`config.mk`:
```
export PLATFORM = sky130hd
export DESIGN_NAME = ata_cmd_issuer
export DESIGN_NICKNAME = d
export VERILOG_FILES = /design/src/rtl/ata_issuer_pkg.sv /design/src/rtl/ata_issuer_dp.sv /design/src/rtl/ata_issuer_ctl.sv /design/src/rtl/ata_cmd_issuer.sv
export SDC_FILE = /design/constraint.sdc
export NUM_CORES = 1
export LEC_CHECK = 0
export BUFFER_PORTS_ARGS = -buffer_cell sky130_fd_sc_hd__buf_4
export CAP_MARGIN = 20
export CORE_MARGIN = 3
export CORE_UTILIZATION = 45
export CTS_BUF_LIST = sky130_fd_sc_hd__clkbuf_16
export CTS_CLUSTER_DIAMETER = 30
export DETAILED_ROUTE_END_ITERATION = 7
export PLACE_DENSITY = 0.66
export SYNTH_ARGS = -nofsm -noshare
export SYNTH_HDL_FRONTEND = slang
export SYNTH_HIERARCHICAL = 1
export SYNTH_SLANG_ARGS = --single-unit
```
`constraint.sdc`:
```
create_clock -name clk -period 7.1 [get_ports clk]
set_clock_uncertainty 0.05 [all_clocks]
set_input_delay 0.355 -clock clk [delete_from_list [all_inputs] [get_ports clk]]
set_output_delay 0.355 -clock clk [all_outputs]
set_load 0.05 [all_outputs]
```
`src/rtl/ata_issuer_pkg.sv`:
```
package ata_issuer_pkg;
  localparam logic [2:0] ADDR_SECCNT = 3'd2;
  localparam logic [2:0] ADDR_STATUS = 3'd7;
  localparam int BIT_BSY = 7;
  localparam int BIT_DF  = 5;
  localparam logic [7:0] OP_IDENTIFY = 8'hEC;
  localparam int NUM_WRITES = 6;

  typedef struct packed {
    logic capture;
    logic idxClr;
    logic idxInc;
    logic rdSel;
    logic delayLoad;
    logic delayDec;
    logic pollClr;
    logic pollInc;
  } ctrl_t;

  typedef enum logic [2:0] {
    ST_IDLE, ST_PRE_RD, ST_PRE_WAIT, ST_WRITE, ST_POST_RD, ST_POST_WAIT
  } state_t;
endpackage

```
`src/rtl/ata_issuer_dp.sv`:
```
module ata_issuer_dp
  import ata_issuer_pkg::*;
#(
  parameter int POLL_CYCLES = 50000,
  parameter int LIMIT_W = 16
) (
  input  logic               clk,
  input  logic               rstN,
  input  ctrl_t              ctrl,
  input  logic [27:0]        lbaIn,
  input  logic [7:0]         opIn,
  input  logic [LIMIT_W-1:0] pollLimit,
  output logic [2:0]         regAddr,
  output logic [7:0]         regWrData,
  output logic               lastWrite,
  output logic               delayZero,
  output logic               pollLast
);
  localparam int DELAY_W = (POLL_CYCLES > 1) ? $clog2(POLL_CYCLES) : 1;
  localparam int IDX_W = $clog2(NUM_WRITES);
  localparam logic [DELAY_W-1:0] DELAY_RELOAD = DELAY_W'(POLL_CYCLES - 1);

  logic [27:0]        lbaQ;
  logic [7:0]         opQ;
  logic [IDX_W-1:0]   idxQ;
  logic [DELAY_W-1:0] delayQ;
  logic [LIMIT_W-1:0] pollQ;

  always_ff @(posedge clk or negedge rstN) begin
    if (!rstN) begin
      lbaQ <= '0;
      opQ  <= '0;
    end else if (ctrl.capture) begin
      lbaQ <= (opcode_is_identify(opIn)) ? 28'd0 : lbaIn;
      opQ  <= opIn;
    end
  end

  function automatic logic opcode_is_identify(input logic [7:0] op);
    return op == OP_IDENTIFY;
  endfunction

  always_ff @(posedge clk or negedge rstN) begin
    if (!rstN) idxQ <= '0;
    else if (ctrl.idxClr) idxQ <= '0;
    else if (ctrl.idxInc) idxQ <= idxQ + 1'b1;
  end

  always_ff @(posedge clk or negedge rstN) begin
    if (!rstN) delayQ <= '0;
    else if (ctrl.delayLoad) delayQ <= DELAY_RELOAD;
    else if (ctrl.delayDec) delayQ <= delayQ - 1'b1;
  end

  always_ff @(posedge clk or negedge rstN) begin
    if (!rstN) pollQ <= '0;
    else if (ctrl.pollClr) pollQ <= '0;
    else if (ctrl.pollInc) pollQ <= pollQ + 1'b1;
  end

  assign delayZero = (delayQ == '0);
  assign lastWrite = (idxQ == IDX_W'(NUM_WRITES - 1));
  assign pollLast  = ({1'b0, pollQ} + 1'b1) >= {1'b0, pollLimit};

  always_comb begin
    regAddr = ctrl.rdSel ? ADDR_STATUS : (ADDR_SECCNT + 3'(idxQ));
    unique case (idxQ)
      IDX_W'(0): regWrData = 8'h01;
      IDX_W'(1): regWrData = lbaQ[7:0];
      IDX_W'(2): regWrData = lbaQ[15:8];
      IDX_W'(3): regWrData = lbaQ[23:16];
      IDX_W'(4): regWrData = {4'hE, lbaQ[27:24]};
      default:   regWrData = opQ;
    endcase
  end
endmodule

```
`src/rtl/ata_issuer_ctl.sv`:
```
module ata_issuer_ctl
  import ata_issuer_pkg::*;
(
  input  logic       clk,
  input  logic       rstN,
  input  logic       start,
  input  logic [7:0] statusByte,
  input  logic       lastWrite,
  input  logic       delayZero,
  input  logic       pollLast,
  output ctrl_t      ctrl,
  output logic       regRd,
  output logic       regWr,
  output logic       busy,
  output logic       done,
  output logic       faultErr,
  output logic       timeoutErr
);
  state_t stateQ, stateD;
  logic doneD, faultD, timeoutD;
  logic devBusy, devFault;

  assign devBusy  = statusByte[BIT_BSY];
  assign devFault = statusByte[BIT_DF];

  always_comb begin
    stateD   = stateQ;
    ctrl     = '0;
    regRd    = 1'b0;
    regWr    = 1'b0;
    doneD    = 1'b0;
    faultD   = 1'b0;
    timeoutD = 1'b0;
    unique case (stateQ)
      ST_IDLE: if (start) begin
        ctrl.capture = 1'b1;
        ctrl.idxClr  = 1'b1;
        ctrl.pollClr = 1'b1;
        stateD = ST_PRE_RD;
      end
      ST_PRE_RD: begin
        regRd = 1'b1;
        ctrl.rdSel = 1'b1;
        if (!devBusy) begin
          ctrl.pollClr = 1'b1;
          stateD = ST_WRITE;
        end else if (pollLast) begin
          timeoutD = 1'b1;
          stateD = ST_IDLE;
        end else begin
          ctrl.pollInc = 1'b1;
          ctrl.delayLoad = 1'b1;
          stateD = ST_PRE_WAIT;
        end
      end
      ST_PRE_WAIT: begin
        if (delayZero) stateD = ST_PRE_RD;
        else ctrl.delayDec = 1'b1;
      end
      ST_WRITE: begin
        regWr = 1'b1;
        if (lastWrite) stateD = ST_POST_RD;
        else ctrl.idxInc = 1'b1;
      end
      ST_POST_RD: begin
        regRd = 1'b1;
        ctrl.rdSel = 1'b1;
        if (!devBusy) begin
          doneD = 1'b1;
          stateD = ST_IDLE;
        end else if (devFault) begin
          faultD = 1'b1;
          stateD = ST_IDLE;
        end else if (pollLast) begin
          timeoutD = 1'b1;
          stateD = ST_IDLE;
        end else begin
          ctrl.pollInc = 1'b1;
          ctrl.delayLoad = 1'b1;
          stateD = ST_POST_WAIT;
        end
      end
      ST_POST_WAIT: begin
        if (delayZero) stateD = ST_POST_RD;
        else ctrl.delayDec = 1'b1;
      end
      default: stateD = ST_IDLE;
    endcase
  end

  always_ff @(posedge clk or negedge rstN) begin
    if (!rstN) begin
      stateQ     <= ST_IDLE;
      done       <= 1'b0;
      faultErr   <= 1'b0;
      timeoutErr <= 1'b0;
    end else begin
      stateQ     <= stateD;
      done       <= doneD;
      faultErr   <= faultD;
      timeoutErr <= timeoutD;
    end
  end

  assign busy = (stateQ != ST_IDLE);
endmodule

```
`src/rtl/ata_cmd_issuer.sv`:
```
module ata_cmd_issuer
  import ata_issuer_pkg::*;
#(
  parameter int CLK_HZ  = 50_000_000,
  parameter int POLL_US = 1000,
  parameter int LIMIT_W = 16
) (
  input  logic               clk,
  input  logic               rstN,
  input  logic               start,
  input  logic [27:0]        lba,
  input  logic [7:0]         opcode,
  input  logic [LIMIT_W-1:0] pollLimit,
  output logic [2:0]         regAddr,
  output logic [7:0]         regWrData,
  output logic               regWr,
  output logic               regRd,
  input  logic [7:0]         regRdData,
  output logic               busy,
  output logic               done,
  output logic               faultErr,
  output logic               timeoutErr
);
  localparam int POLL_CYCLES = CLK_HZ / 1_000_000 * POLL_US;

  ctrl_t ctrl;
  logic lastWrite, delayZero, pollLast;

  ata_issuer_ctl u_ctl (
    .clk(clk), .rstN(rstN), .start(start), .statusByte(regRdData),
    .lastWrite(lastWrite), .delayZero(delayZero), .pollLast(pollLast),
    .ctrl(ctrl), .regRd(regRd), .regWr(regWr), .busy(busy),
    .done(done), .faultErr(faultErr), .timeoutErr(timeoutErr)
  );

  ata_issuer_dp #(.POLL_CYCLES(POLL_CYCLES), .LIMIT_W(LIMIT_W)) u_dp (
    .clk(clk), .rstN(rstN), .ctrl(ctrl), .lbaIn(lba), .opIn(opcode),
    .pollLimit(pollLimit), .regAddr(regAddr), .regWrData(regWrData),
    .lastWrite(lastWrite), .delayZero(delayZero), .pollLast(pollLast)
  );
endmodule

```
Yosys cells after proc, flatten, opt, wreduce, memory -nomap -nowiden
Index checks and enable logic that the tools add are counted.

Flip-flop bits (word level): 77. Output and inout bits: 17. Input bits: 63. Logic and storage cells: 85.

$add $sub $neg: 5. Mux-type cells: 45. Magnitude comparators: 1. Reduce and logical (&&, ||, !) cells: 10. Equal/unequal tests: 15.

Operators by type and width (number): $mux 16 (4); $pmux 8 s5 (1); $mux 3 (10); $mux 28 (1); $mux 1 (20); $pmux 3 s6 (1); $add 16x1->17 const B (1); $ge 17x16->1 (1); $add 16x1->16 const B (1); $logic_not 16->1 (1); $sub 16x1->16 const B (1); $eq 3x2->1 const B (4); $eq 3x3->1 const B (4); $eq 8x8->1 const B (1); $mux 2 (4); $ne 2x2->1 const B (4); $eq 3x1->1 const B (2); $logic_not 3->1 (2); $pmux 1 s2 (3); $reduce_bool 2->1 (3); $pmux 2 s2 (1); $reduce_and 4->1 (1); $reduce_or 2->1 (2); $add 2x3->3 const A (1); 2 further kinds (2).

Logic depth before layout (Yosys ltp)
Gate-level depths: netlist of the first run.

Depth in word-level cells: 8. Gate-level depth with buffers: 18.

By module
Netlist of the first run, hierarchy kept.

By module, submodules not included: ata_issuer_dp (instances 1, cells an instance 458, area each 4090.2 µm², seq. area each 1776.7 µm²); ata_issuer_ctl (instances 1, cells an instance 50, area each 432.9 µm², seq. area each 150.1 µm²).

Worst setup path before layout of the first run
No wires, ideal clock.

Kind: register -> register. Start point: register u_dp.pollQ[0]. End point: register u_dp.delayQ[12]. Setup time: 78 ps. Arrival: 4036 ps. Clock period less this slack: 4164 ps. Stages on the path, launching flop included: 18. Setup slack: 2936 ps. Buffers on the path: 3. Data required time: 6972 ps. Cell sequence: dfrtp_1 -> ha_1 -> clkbuf_1 -> nand3_1 -> or3_1 -> nand2_1 -> ha_1 -> nand4_1 -> nor2_1 -> a221oi_1 -> o2111ai_1 -> nor4_1 -> buf_4 -> clkbuf_1 -> nor2_1 -> nand4bb_1 -> or4_1 -> a21oi_1.

RTL lines: from (decl) (RTL line ata_issuer_dp.sv:27) `logic [LIMIT_W-1:0] pollQ;`; from (signal assigned) (RTL line ata_issuer_dp.sv:58) `else if (ctrl.pollInc) pollQ <= pollQ + 1'b1;`; to (signal assigned) (RTL line ata_issuer_dp.sv:52) `else if (ctrl.delayDec) delayQ <= delayQ - 1'b1;`; to (decl) (RTL line ata_issuer_dp.sv:26) `logic [DELAY_W-1:0] delayQ;`.

Worst setup path in the final report of the first run
Start point: register u_dp.pollQ[2]. End point: register u_dp.delayQ[12].

Word-level cells in the longest chain between the ends: 7. Elaborated cells on any way between the ends: 9. Those cells by class: add/sub: 1; order compare: 1; mux: 6; reduce/logical: 1.

RTL lines: $add 16x1->17 * (RTL line ata_issuer_dp.sv:63) `assign pollLast = ({1'b0, pollQ} + 1'b1) >= {1'b0, pollLimit};`; $ge 17x16->1 * (RTL line ata_issuer_dp.sv:63); via pollLast (RTL line ata_cmd_issuer.sv:27) `logic lastWrite, delayZero, pollLast;`; $mux 1 * (RTL line ata_issuer_ctl.sv:47, ata_issuer_ctl.sv:74); $mux 1 (RTL line ata_issuer_ctl.sv:71) `end else if (devFault) begin`; $mux 1 (RTL line ata_issuer_ctl.sv:68) `if (!devBusy) begin`; $pmux 2 s2 * (RTL line ata_issuer_ctl.sv:34) `unique case (stateQ)`; $mux 16 / $reduce_bool 2->1 (equally long branches).

Mark *: on every way through the listed nets, which the timed path passes. The rest lies on a longest branch. A chain may end at the register's enable or synchronous reset.

==> flow_summary_export.csv, run 1 <==
group,metric,value,unit
status,status,"completed",
clocking,cts_tree,"yes",
floorplan,dieArea,11300,sq um
yosys,synth_ff_type,"dfrtp_1",
setup_path,crit-reg2reg-launch,"u_dp/pollQ[2]",
yosys,synth_compound_area_share,13.3,%
yosys,synthTopCellsByArea,"dfrtp_1, ha_1, nand2_1",
global_route,grt_max_degree,78,
pwr,powerDensity,407,nW/um^2
yosys,synthSimpleGateAreaFrac,21.1,%
layout,syn_to_final_growth,21.5,%
floorplan,start_util,47.6,%
worst_hold_path,hp-class,"input port to asynchronous set/reset pin",
setup_path,r2r_end,"u_dp/delayQ[12]",
global_route,grt_pass1_wl,16700,um
floorplan,rows,35,
timing,max-slew-margin-rel,36.2,%
drt,first_pass_iters,4,
global_route,antenna_found_initial,0,
clocking,postCtsSetupRepairBufs,0,
drt,ant_nets,0,
timing,worstMarginPinSlew,0.957,ns
yosys,syn_area,4520,sq um
floorplan,die_w,106,um
layout,final_nets,655,
yosys,async_flop_share,100,%
flow_run,cap_violations,0,
drt,vias_per_cell,5.26,
setup_path,critPathSlowestCell,"or4_1",
clocking,cts_buffer_depth,2,
clocking,h-tree-depth,3,
floorplan,fp.dieH,106,um
setup_path,max_stage_delay,0.46,ns
setup_path,critical_path_required,7.30,ns
place,place_congestion,0.780,
setup_path,regToRegSetupSlack,2.85,ns
place,dp_hpwl,7020,um
clocking,postCtsHoldBufs,0,
setup_path,arrival,4.45,ns
setup_path,end_kind,"flip-flop",
setup_path,crit_fanout,22,
yosys,synth_top_family_by_area,"simple AND/OR/NAND/NOR gates",
drt,vias,3700,
clocking,cts.sinks,77,
yosys,synthCells,508,
clocking,cts_buffers,9,
yosys,synth-adder-area-share,6.36,%
yosys,synth_seq_cells,77,
setup_path,cp_common_cell,"nor2_1",
yosys,synth.distinct_cells,54,
layout,final_cell_mix,"buf_4, dfrtp_1, inv_1, nand2_1, nor2_1",
setup_path,critPathTopFamily,"simple AND/OR/NAND/NOR gates",
drt,drtIter0Drc,172,
setup_path,start_kind,"flip-flop",
timing,finalCritPeriodShare,59.8,%
yosys,avgSynthCellArea,8.90,sq um
yosys,ys_warn_count,6,
global_route,grt_pass1_vias,3593,
yosys,synth_top_area_cell,"dfrtp_1",
place,io_buffers,73,
setup_path,critPathBufInv,1,
clocking,cts_root_buf,"clkbuf_16",
yosys,synth_edf_count,0,
yosys,synth_xor_area_share,6.39,%
floorplan,core_area,9500,sq um
yosys,yosysTopAreaCellShare,42.6,%
timing,rsz0062_at_grt,"no",
floorplan,io_pins,80,
drt,routed_wl,9820,um
timing,fmax,235,MHz
clocking,cts_resized,0,
drt,wl_per_cell,14.0,um
timing,hold_viol,0,
yosys,ys_seq_area_share,42.6,%
setup_path,crit_chain,"and3_1 > nand4_4 > nor2_1 > xor2_1 > ha_1 > nand3_1 > nor3_1 > a221oi_1 > o2111ai_1 > nor4_2 > buf_4 > nor2_1 > nand4bb_1 > or4_1 > a21oi_1",
pwr,leakagePower,2.57,nW
clocking,clkLatencyLatePin,0.33,ns
pwr,peakVddDrop,0.280,mV
yosys,synth_fp_nets,594,
setup_path,ff2ff_path_depth,15,
pwr,total_power,0.00224,W
drt,drcViolationCount,0,
global_route,track_usage,18.0,%
layout,final_layout_size_suffix_gt1_share,19.5,%
clocking,clkTransAtPathRegs,0.06,ns
timing,maxSlewViolCount,0,
layout,antenna_cells,0,
global_route,grt_overflow,0,
timing,setup_violations,0,
setup_path,crit_type,"flip-flop to flip-flop",
timing,tns,0,ns
yosys,synth_mux_area_share,2.90,%
timing,timing.final.crit_period,4.25,ns
-- cells by family after synthesis --
family	after synthesis
compound gates	98
xor+xnor	33
fa+ha+maj	23
buf+inv	83
flops	77
mux	12
simple gates	182
-- registers in the layout, indices dropped and copies added, names as in the netlist --
name,count
u_ctl/timeoutErr,1
u_dp/lbaQ,28
u_ctl/stateQ,3
u_ctl/done,1
u_dp/delayQ,16
u_dp/opQ,8
u_dp/pollQ,16
u_dp/idxQ,3
u_ctl/faultErr,1
-- worst max-delay path by stage --
stage,from,endpoint,slack (ns),depth (start not counted)
3_5_place_dp,u_dp/pollQ[2],u_dp/delayQ[12],2.84,15
5_1_grt,u_dp/pollQ[2],u_dp/delayQ[12],2.52,15
2_1_floorplan,u_dp/pollQ[0],u_dp/delayQ[12],2.94,17
3_3_place_gp,u_dp/pollQ[2],u_dp/delayQ[12],2.88,15
4_1_cts,u_dp/pollQ[2],u_dp/delayQ[12],2.80,15
6_report,u_dp/pollQ[2],u_dp/delayQ[12],2.85,15
-- worst register-to-register path: cells and delay by family (launching register included) --
kind	cells	cell delay (ns)
flops	1	0.45
fa+ha+maj	1	0.25
buf+inv	1	0.30
xor+xnor	1	0.18
simple gates	9	2.21
compound gates	3	0.72
-- cells in the mapped netlist, types with 6 or more instances --
cell and n:
inv_1 54, nor2_1 41, ha_1 23, nand2b_1 6
dfrtp_1 77, o31ai_1 7, buf_2 8, a21oi_1 21
xnor2_1 18, o21ai_0 39, or4_1 8, nand4_1 10
a31oi_1 7, mux2_2 9, nor3_1 7, nand3_1 11
xor2_1 15, clkbuf_1 14, nand2_1 55
-- routing by layer --
metal	track usage, %	vias to the layer above	part of all wire [%]
met5	0	-	0
met4	4.72	0	1.0
met3	2.79	7	3.7
met2	31.4	69	50
met1	23.3	1757	45
li1	-	1867	-
-- power by group --
part | switching [W] | total, W | internal [W]
sequential | 0.000133 | 0.000714 | 0.000580
clock | 0.000175 | 0.000517 | 0.000342
combinational | 0.000643 | 0.00101 | 0.000364
-- layout make-up --
class                      instances  area, sq um
clock buffer                       9          225
timing repair buffer              78          589
tap                              129          161
multi-input combinational        348         2270
clock inverter                     7          115
inverter                          55          206
fill                             864         4010
sequential                        77         1930
-- through the flow --
stage          hold WS [ns]  cell area (sq um)  setup slack (ns)  instances  util [%]
2_1_floorplan       0.00941               4520              2.94        508         -
3_3_place_gp          0.442               5140              2.88        685      54.0
3_5_place_dp          0.451               5140              2.84        685      54.0
4_1_cts               0.163               5480              2.80        701      57.6
5_1_grt               0.176               5500              2.52        703      57.8
6_report              0.105               5500              2.85        703      57.8
No activity file was read; power rests on OpenSTA's default activity.
==> run 2: changes to the inputs <==
- PLACE_DENSITY: 0.66 -> 0.69
- clock period: 7.1 -> 3.7 ns (I/O delays scaled with it)
==> run 2 against run 1 <==
Combinational power rose by 100%. The flow now finishes with violations (negative hold slack). Maximum frequency increased by 18%. Non-clock buffer count grew 39. Utilization grew 4.5 points. Final area increased by 7.7%. Cell count is 5.5% higher. Sequential cell count is the same. Via count is 7.6% higher.
==> flow_summary_export.csv, run 2 (synthesis results as in run 1) <==
group,metric,value,unit
status,status,"finished with violations",
status,violations,"negative hold slack",
clocking,cts_tree,"yes",
floorplan,fp.dieH,106,um
layout,reg.largest.list,"u_dp/lbaQ: 28 flops, u_dp/delayQ: 16 flops, u_dp/pollQ: 16 flops",
place,place_congestion,0.836,
floorplan,dieArea,11300,sq um
timing,tns,0,ns
clocking,h-tree-depth,3,
pwr,peakVddDrop,0.816,mV
setup_path,crit_type,"flip-flop to flip-flop",
layout,post-route-util,62.3,%
floorplan,die_w,106,um
layout,final_common_cell,"buf_4",
clocking,clkTransAtPathRegs,0.06,ns
timing,timing.final.crit_period,3.61,ns
pwr,switching_share,43.2,%
setup_path,max_stage_delay,0.42,ns
layout,final_cell_mix,"buf_4, dfrtp_1, inv_1, nand2_1, o21ai_0",
timing,maxSlewViolCount,0,
setup_path,crit_chain,"and4_4 > and4_4 > nand2_2 > xnor2_1 > ha_1 > nand4_1 > nor2_2 > a221oi_2 > o2111ai_4 > nor4_4 > nor2_1 > nand4bb_4 > buf_4 > or3_2 > nand3_2",
pwr,clkPwrFrac,21.8,%
layout,syn_to_final_growth,30.9,%
global_route,grt_max_degree,78,
pwr,p_int,0.00246,W
setup_path,start_kind,"flip-flop",
pwr,powerDensity,731,nW/um^2
global_route,track_usage,19.9,%
drt,first_pass_iters,5,
timing,rsz0062_at_grt,"yes",
global_route,grt_overflow,0,
setup_path,end_kind,"flip-flop",
timing,hold_slack,-0.0366,ns
drt,routed_wl,11000,um
layout,regMostFlops,"u_dp/lbaQ",
floorplan,start_util,47.6,%
pwr,combPwrFrac,46.8,%
layout,largest_reg_flops,28,
global_route,grt_pass1_wl,18100,um
floorplan,rows,35,
pwr,leakagePower,2.80,nW
clocking,cts_buffer_depth,2,
clocking,clkLatencyLatePin,0.33,ns
layout,fill_cells,800,
timing,hold_viol,77,
floorplan,io_pins,80,
timing,finalCritPeriodShare,97.7,%
layout,final_layout_size_suffix_gt1_share,27.6,%
worst_hold_path,hp-class,"input port to asynchronous set/reset pin",
timing,worstMarginPinSlew,1.03,ns
drt,vias_per_cell,5.36,
setup_path,arrival,3.83,ns
drt,drcViolationCount,0,
global_route,grt_pass1_vias,3876,
place,dp_hpwl,7360,um
place,io_buffers,73,
timing,setup_violations,0,
timing,fmax,277,MHz
pwr,seq_power_share,31.4,%
setup_path,critPathSlowestCell,"or3_2",
clocking,cts.sinks,77,
layout,antenna_cells,0,
layout,final_nets,694,
setup_path,critical_path_required,3.91,ns
pwr,power_switching,0.00187,W
setup_path,crit_fanout,4,
timing,max-slew-margin-rel,30.7,%
drt,ant_nets,0,
global_route,antenna_found_initial,0,
clocking,cts_buffers,9,
drt,vias,3980,
flow_run,cap_violations,0,
drt,drtIter0Drc,185,
drt,wl_per_cell,14.8,um
setup_path,cp_common_cell,"and4_4",
floorplan,core_area,9500,sq um
clocking,cts_root_buf,"clkbuf_16",
-- run 2: changes by cell type in the layout (fill, tap and decap cells not counted), sizes merged --
cell / delta
buf: +32
dlygate4sd3: +7
clkinv: +1
bufinv: -1
clkinvlp: -1
inv: +1
-- run 2: path summary, 6_finish.rpt --
path	endpoint	slack (ns)	start	cells past startpoint
setup reg to reg	u_dp/delayQ[14]	0.09	u_dp/pollQ[6]	15
setup / recovery	u_dp/delayQ[14]	0.09	u_dp/pollQ[6]	15
min in group clk	u_dp/lbaQ[15]	0	lba[15]	3
hold reg to reg	u_dp/opQ[0]	0.46	u_dp/opQ[0]	1
hold / removal	u_dp/pollQ[0]	-0.04	rstN	1
max in group asynchronous	u_dp/opQ[7]	3.01	rstN	1
-- run 2: metal layers --
layer  share of wire (%)  vias to the layer above  global-route usage (%)
met5                   0                        -                       0
met4                 1.7                        0                    6.01
met3                 5.3                       16                    3.64
met2                  48                      115                    32.7
met1                  45                     1899                    26.7
li1                    -                     1950                       -
-- run 2: layout make-up --
class,count,area (sq um),share of cell area [%]
Clock buffer,9,225,3.80
Clock inverter,7,98.8,1.67
Inverter,55,206,3.49
Multi-Input combinational cell,348,2400,40.6
Sequential cell,77,1930,32.5
Tap cell,129,161,2.73
Timing Repair Buffer,117,900,15.2
-- run 2: power by group through the flow --
stage | Clock, W | Combinational, W | Sequential, W
5_1_grt | 0.00100 | 0.00220 | 0.00140
4_1_cts | 0.000960 | 0.00200 | 0.00135
6_report | 0.000943 | 0.00203 | 0.00136
2_1_floorplan | 0 | 0.00149 | 0.00127
3_5_place_dp | 0 | 0.00196 | 0.00137
3_3_place_gp | 0 | 0.00194 | 0.00135
-- run 2: per-stage QoR --
step	cell area [sq um]	std cells	setup slack (ns)	power [W]
6_report	5920	742	0.0851	0.00433
5_1_grt	5920	742	-0.127	0.00461
4_1_cts	5790	735	0.00308	0.00431
3_5_place_dp	5280	699	-0.0333	0.00333
3_3_place_gp	5280	699	0.0969	0.00329
2_1_floorplan	4560	508	0.000684	0.00276
-- run 2: critical path: cells and delay by family, from the launching register on --
| family | cells | cell delay, ns |
|---|---|---|
| fa+ha+maj | 1 | 0.34 |
| compound gates | 2 | 0.55 |
| xor+xnor | 1 | 0.14 |
| buf+inv | 1 | 0.17 |
| simple gates | 10 | 1.90 |
| flops | 1 | 0.39 |
-- run 2: timing repair --
action,in CTS,in global routing
endpoints found under the hold margin,6,1
endpoints found under the setup margin,7,25
hold buffers,6,1
pin swaps,4,15
setup buffers,14,6
gates resized for setup,9,19
==> run 3: changes to the inputs <==
- SYNTH_HIERARCHICAL: 1 -> unset
==> run 3 against run 2 <==
The run still ends with negative hold slack left. Die area fell by 3.3%. Largest cell class unchanged. Area after synthesis fell by 3.5%. Non-clock buffer count fell by 32. Hold slack got worse by 0.0096 ns. Cell count fell by 10%. Clock power fell by 17%. Wire length fell by 7.2%.
==> flow_summary_export.csv, run 3 <==
group,metric,value,unit
yosys,synth_ff_type,"dfrtp_1",
yosys,synth_fp_nets,544,
place,place_congestion,0.828,
floorplan,rows,35,
yosys,synthCells,458,
drt,vias_per_cell,5.43,
drt,wl_per_cell,15.3,um
yosys,yosysTopAreaCellShare,44.2,%
clocking,cts_tree,"yes",
layout,largest_reg_flops,28,
place,pre_cts_slack,-0.00159,ns
place,dp.cells,646,
yosys,synth_most_common_cell,"dfrtp_1",
layout,register_area,1930,sq um
yosys,async_flop_share,100,%
timing,max-slew-margin-rel,35.6,%
yosys,synth_compound_area_share,18.5,%
setup_path,arrival,3.64,ns
floorplan,fp.dieH,104,um
global_route,track_usage,18.9,%
setup_path,crit_type,"flip-flop to flip-flop",
layout,final_common_cell,"buf_4",
floorplan,core_area,9330,sq um
pwr,total_power,0.00402,W
layout,stdcell_count,667,
timing,maxSlewViolCount,0,
yosys,syn_area,4360,sq um
place,io_buffers,73,
pwr,peakVddDrop,0.602,mV
setup_path,end_kind,"flip-flop",
pwr,leakagePower,2.55,nW
layout,multi_input_area,2260,sq um
yosys,synth_xor_area_share,4.62,%
clocking,cts_buffers,9,
layout,regMostFlops,"u_dp.lbaQ",
drt,ant_nets,0,
yosys,synth-adder-area-share,6.60,%
setup_path,start_kind,"flip-flop",
drt,routed_wl,10200,um
floorplan,start_util,46.8,%
drt,first_pass_iters,5,
clocking,clkTransAtPathRegs,0.06,ns
clocking,h-tree-depth,3,
global_route,antenna_found_initial,0,
timing,hold_slack,-0.0462,ns
timing,worst_slack,0.233,ns
timing,fmax,288,MHz
yosys,synth_seq_cells,77,
yosys,synth.distinct_cells,48,
status,status,"finished with violations",
yosys,synth_common_cells,"dfrtp_1, nand2_1, nor2_1",
setup_path,critical_path_required,3.87,ns
clocking,cts_root_buf,"clkbuf_16",
layout,reg.largest.list,"u_dp.lbaQ: 28 flops, u_dp.delayQ: 16 flops, u_dp.pollQ: 16 flops",
layout,fill_cells,811,
floorplan,die_w,104,um
yosys,ys_warn_count,0,
status,violations,"negative hold slack",
layout,final_nets,619,
drt,drtIter0Drc,224,
layout,syn_to_final_growth,22.9,%
timing,rsz0062_at_grt,"no",
pwr,powerDensity,750,nW/um^2
place,dp_hpwl,7350,um
global_route,grt_max_degree,78,
flow_run,cap_violations,0,
layout,final_cell_mix,"buf_4, dfrtp_1, nand2_1",
yosys,synth_edf_count,0,
timing,setup_violations,0,
yosys,synth_top_family_by_area,"simple AND/OR/NAND/NOR gates",
floorplan,dieArea,10900,sq um
global_route,grt_overflow,0,
drt,drcViolationCount,0,
timing,tns,0,ns
clocking,clkLatencyLatePin,0.33,ns
setup_path,crit_fanout,13,
timing,worstMarginPinSlew,0.966,ns
yosys,synthSimpleGateAreaFrac,19.2,%
floorplan,io_pins,80,
drt,vias,3620,
layout,antenna_cells,0,
yosys,synthTopCellsByArea,"dfrtp_1, ha_1, nand2_1",
clocking,cts_buffer_depth,2,
yosys,ys_seq_area_share,44.2,%
yosys,synth_top_area_cell,"dfrtp_1",
yosys,avgSynthCellArea,9.53,sq um
timing,finalCritPeriodShare,93.7,%
worst_hold_path,hp-class,"input port to asynchronous set/reset pin",
global_route,grt_pass1_vias,3513,
timing,hold_viol,77,
global_route,grt_pass1_wl,16900,um
yosys,synth_mux_area_share,2.32,%
layout,final_layout_size_suffix_gt1_share,21.9,%
clocking,cts.sinks,77,
timing,timing.final.crit_period,3.47,ns
run 3: cell types whose count changed in the layout (fill, tap and decap cells not counted), moves of 7 or more:
| cell | change |
|---|---|
| a211oi_1 | +10 |
| a21oi_1 | -9 |
| a22o_1 | +28 |
| a31o_1 | +8 |
| buf_4 | -25 |
| inv_1 | -26 |
| mux2_2 | -9 |
| nand2_1 | +12 |
| o21ai_0 | -30 |
| o31ai_1 | -7 |
| xor2_1 | -12 |
run 3: layout make-up:
class,instances,area share [%]
multi-input combinational,332,42.2
sequential,77,35.9
timing repair buffer,85,11.9
clock buffer,9,4.20
tap,129,3.01
inverter,28,1.96
clock inverter,7,0.793
run 3: critical path, cell delays in order, from the launching register on:
cell and delay [ns]:
dfrtp_2 0.40, buf_4 0.12, and4_1 0.25, nand3_1 0.12, or2_1 0.26, or3_1 0.37, nand2_1 0.10, ha_1 0.24
nand3_1 0.11, nor4_1 0.07, a211oi_1 0.23, o211ai_1 0.14, buf_4 0.21, or3_1 0.39, a222oi_1 0.28
run 3: worst paths after layout:
check | startpoint | to | slack (ns) | cells past startpoint
min reg2reg | u_dp.opQ[3] | u_dp.opQ[3] | 0.43 | 2
max reg2reg | u_dp.pollQ[0] | u_ctl.stateQ[0] | 0.23 | 14
min in group clk | opcode[2] | u_dp.opQ[2] | 0.01 | 3
max in group asynchronous | rstN | u_dp.pollQ[0] | 2.96 | 1
min | rstN | u_dp.pollQ[12] | -0.05 | 1
max | u_dp.pollQ[0] | u_ctl.stateQ[0] | 0.23 | 14
run 3: report_power, final:
group	leakage (nW)	switching, W	internal (W)	total [W]
Sequential	0.970	0.000218	0.00109	0.00131
Clock	0.129	0.000335	0.000448	0.000784
Combinational	1.46	0.00122	0.000703	0.00193
Total	2.55	0.00178	0.00224	0.00402
run 3: timing repair:
action / 4_1_cts / 5_1_grt
pin swaps: 0 / 1
hold buffers: 1 / 0
setup endpoints to repair: 1 / 27
setup buffers: 0 / 3
hold endpoints to repair: 1 / 0
gates resized for setup: 1 / 6
run 3: per-stage QoR:
step / utilization [%] / area [sq um]
after floorplan: - / 4360
after global placement: 53.9 / 5030
after detailed placement: 53.9 / 5030
after CTS: 56.9 / 5310
after global routing: 57.5 / 5360
final: 57.5 / 5360
run 3: cell families after synthesis:
logic type / after synthesis
simple gates: 174
fa+ha+maj: 23
xor+xnor: 23
mux: 9
buf+inv: 49
flops: 77
compound gates: 103
run 3: per-layer routing:
layer	share of wire (%)	vias to the layer above	global-route usage, %
met5	0	-	0
met4	1.1	0	3.70
met3	5.4	10	5.83
met2	49	75	30.2
met1	45	1748	25.5
li1	-	1787	-
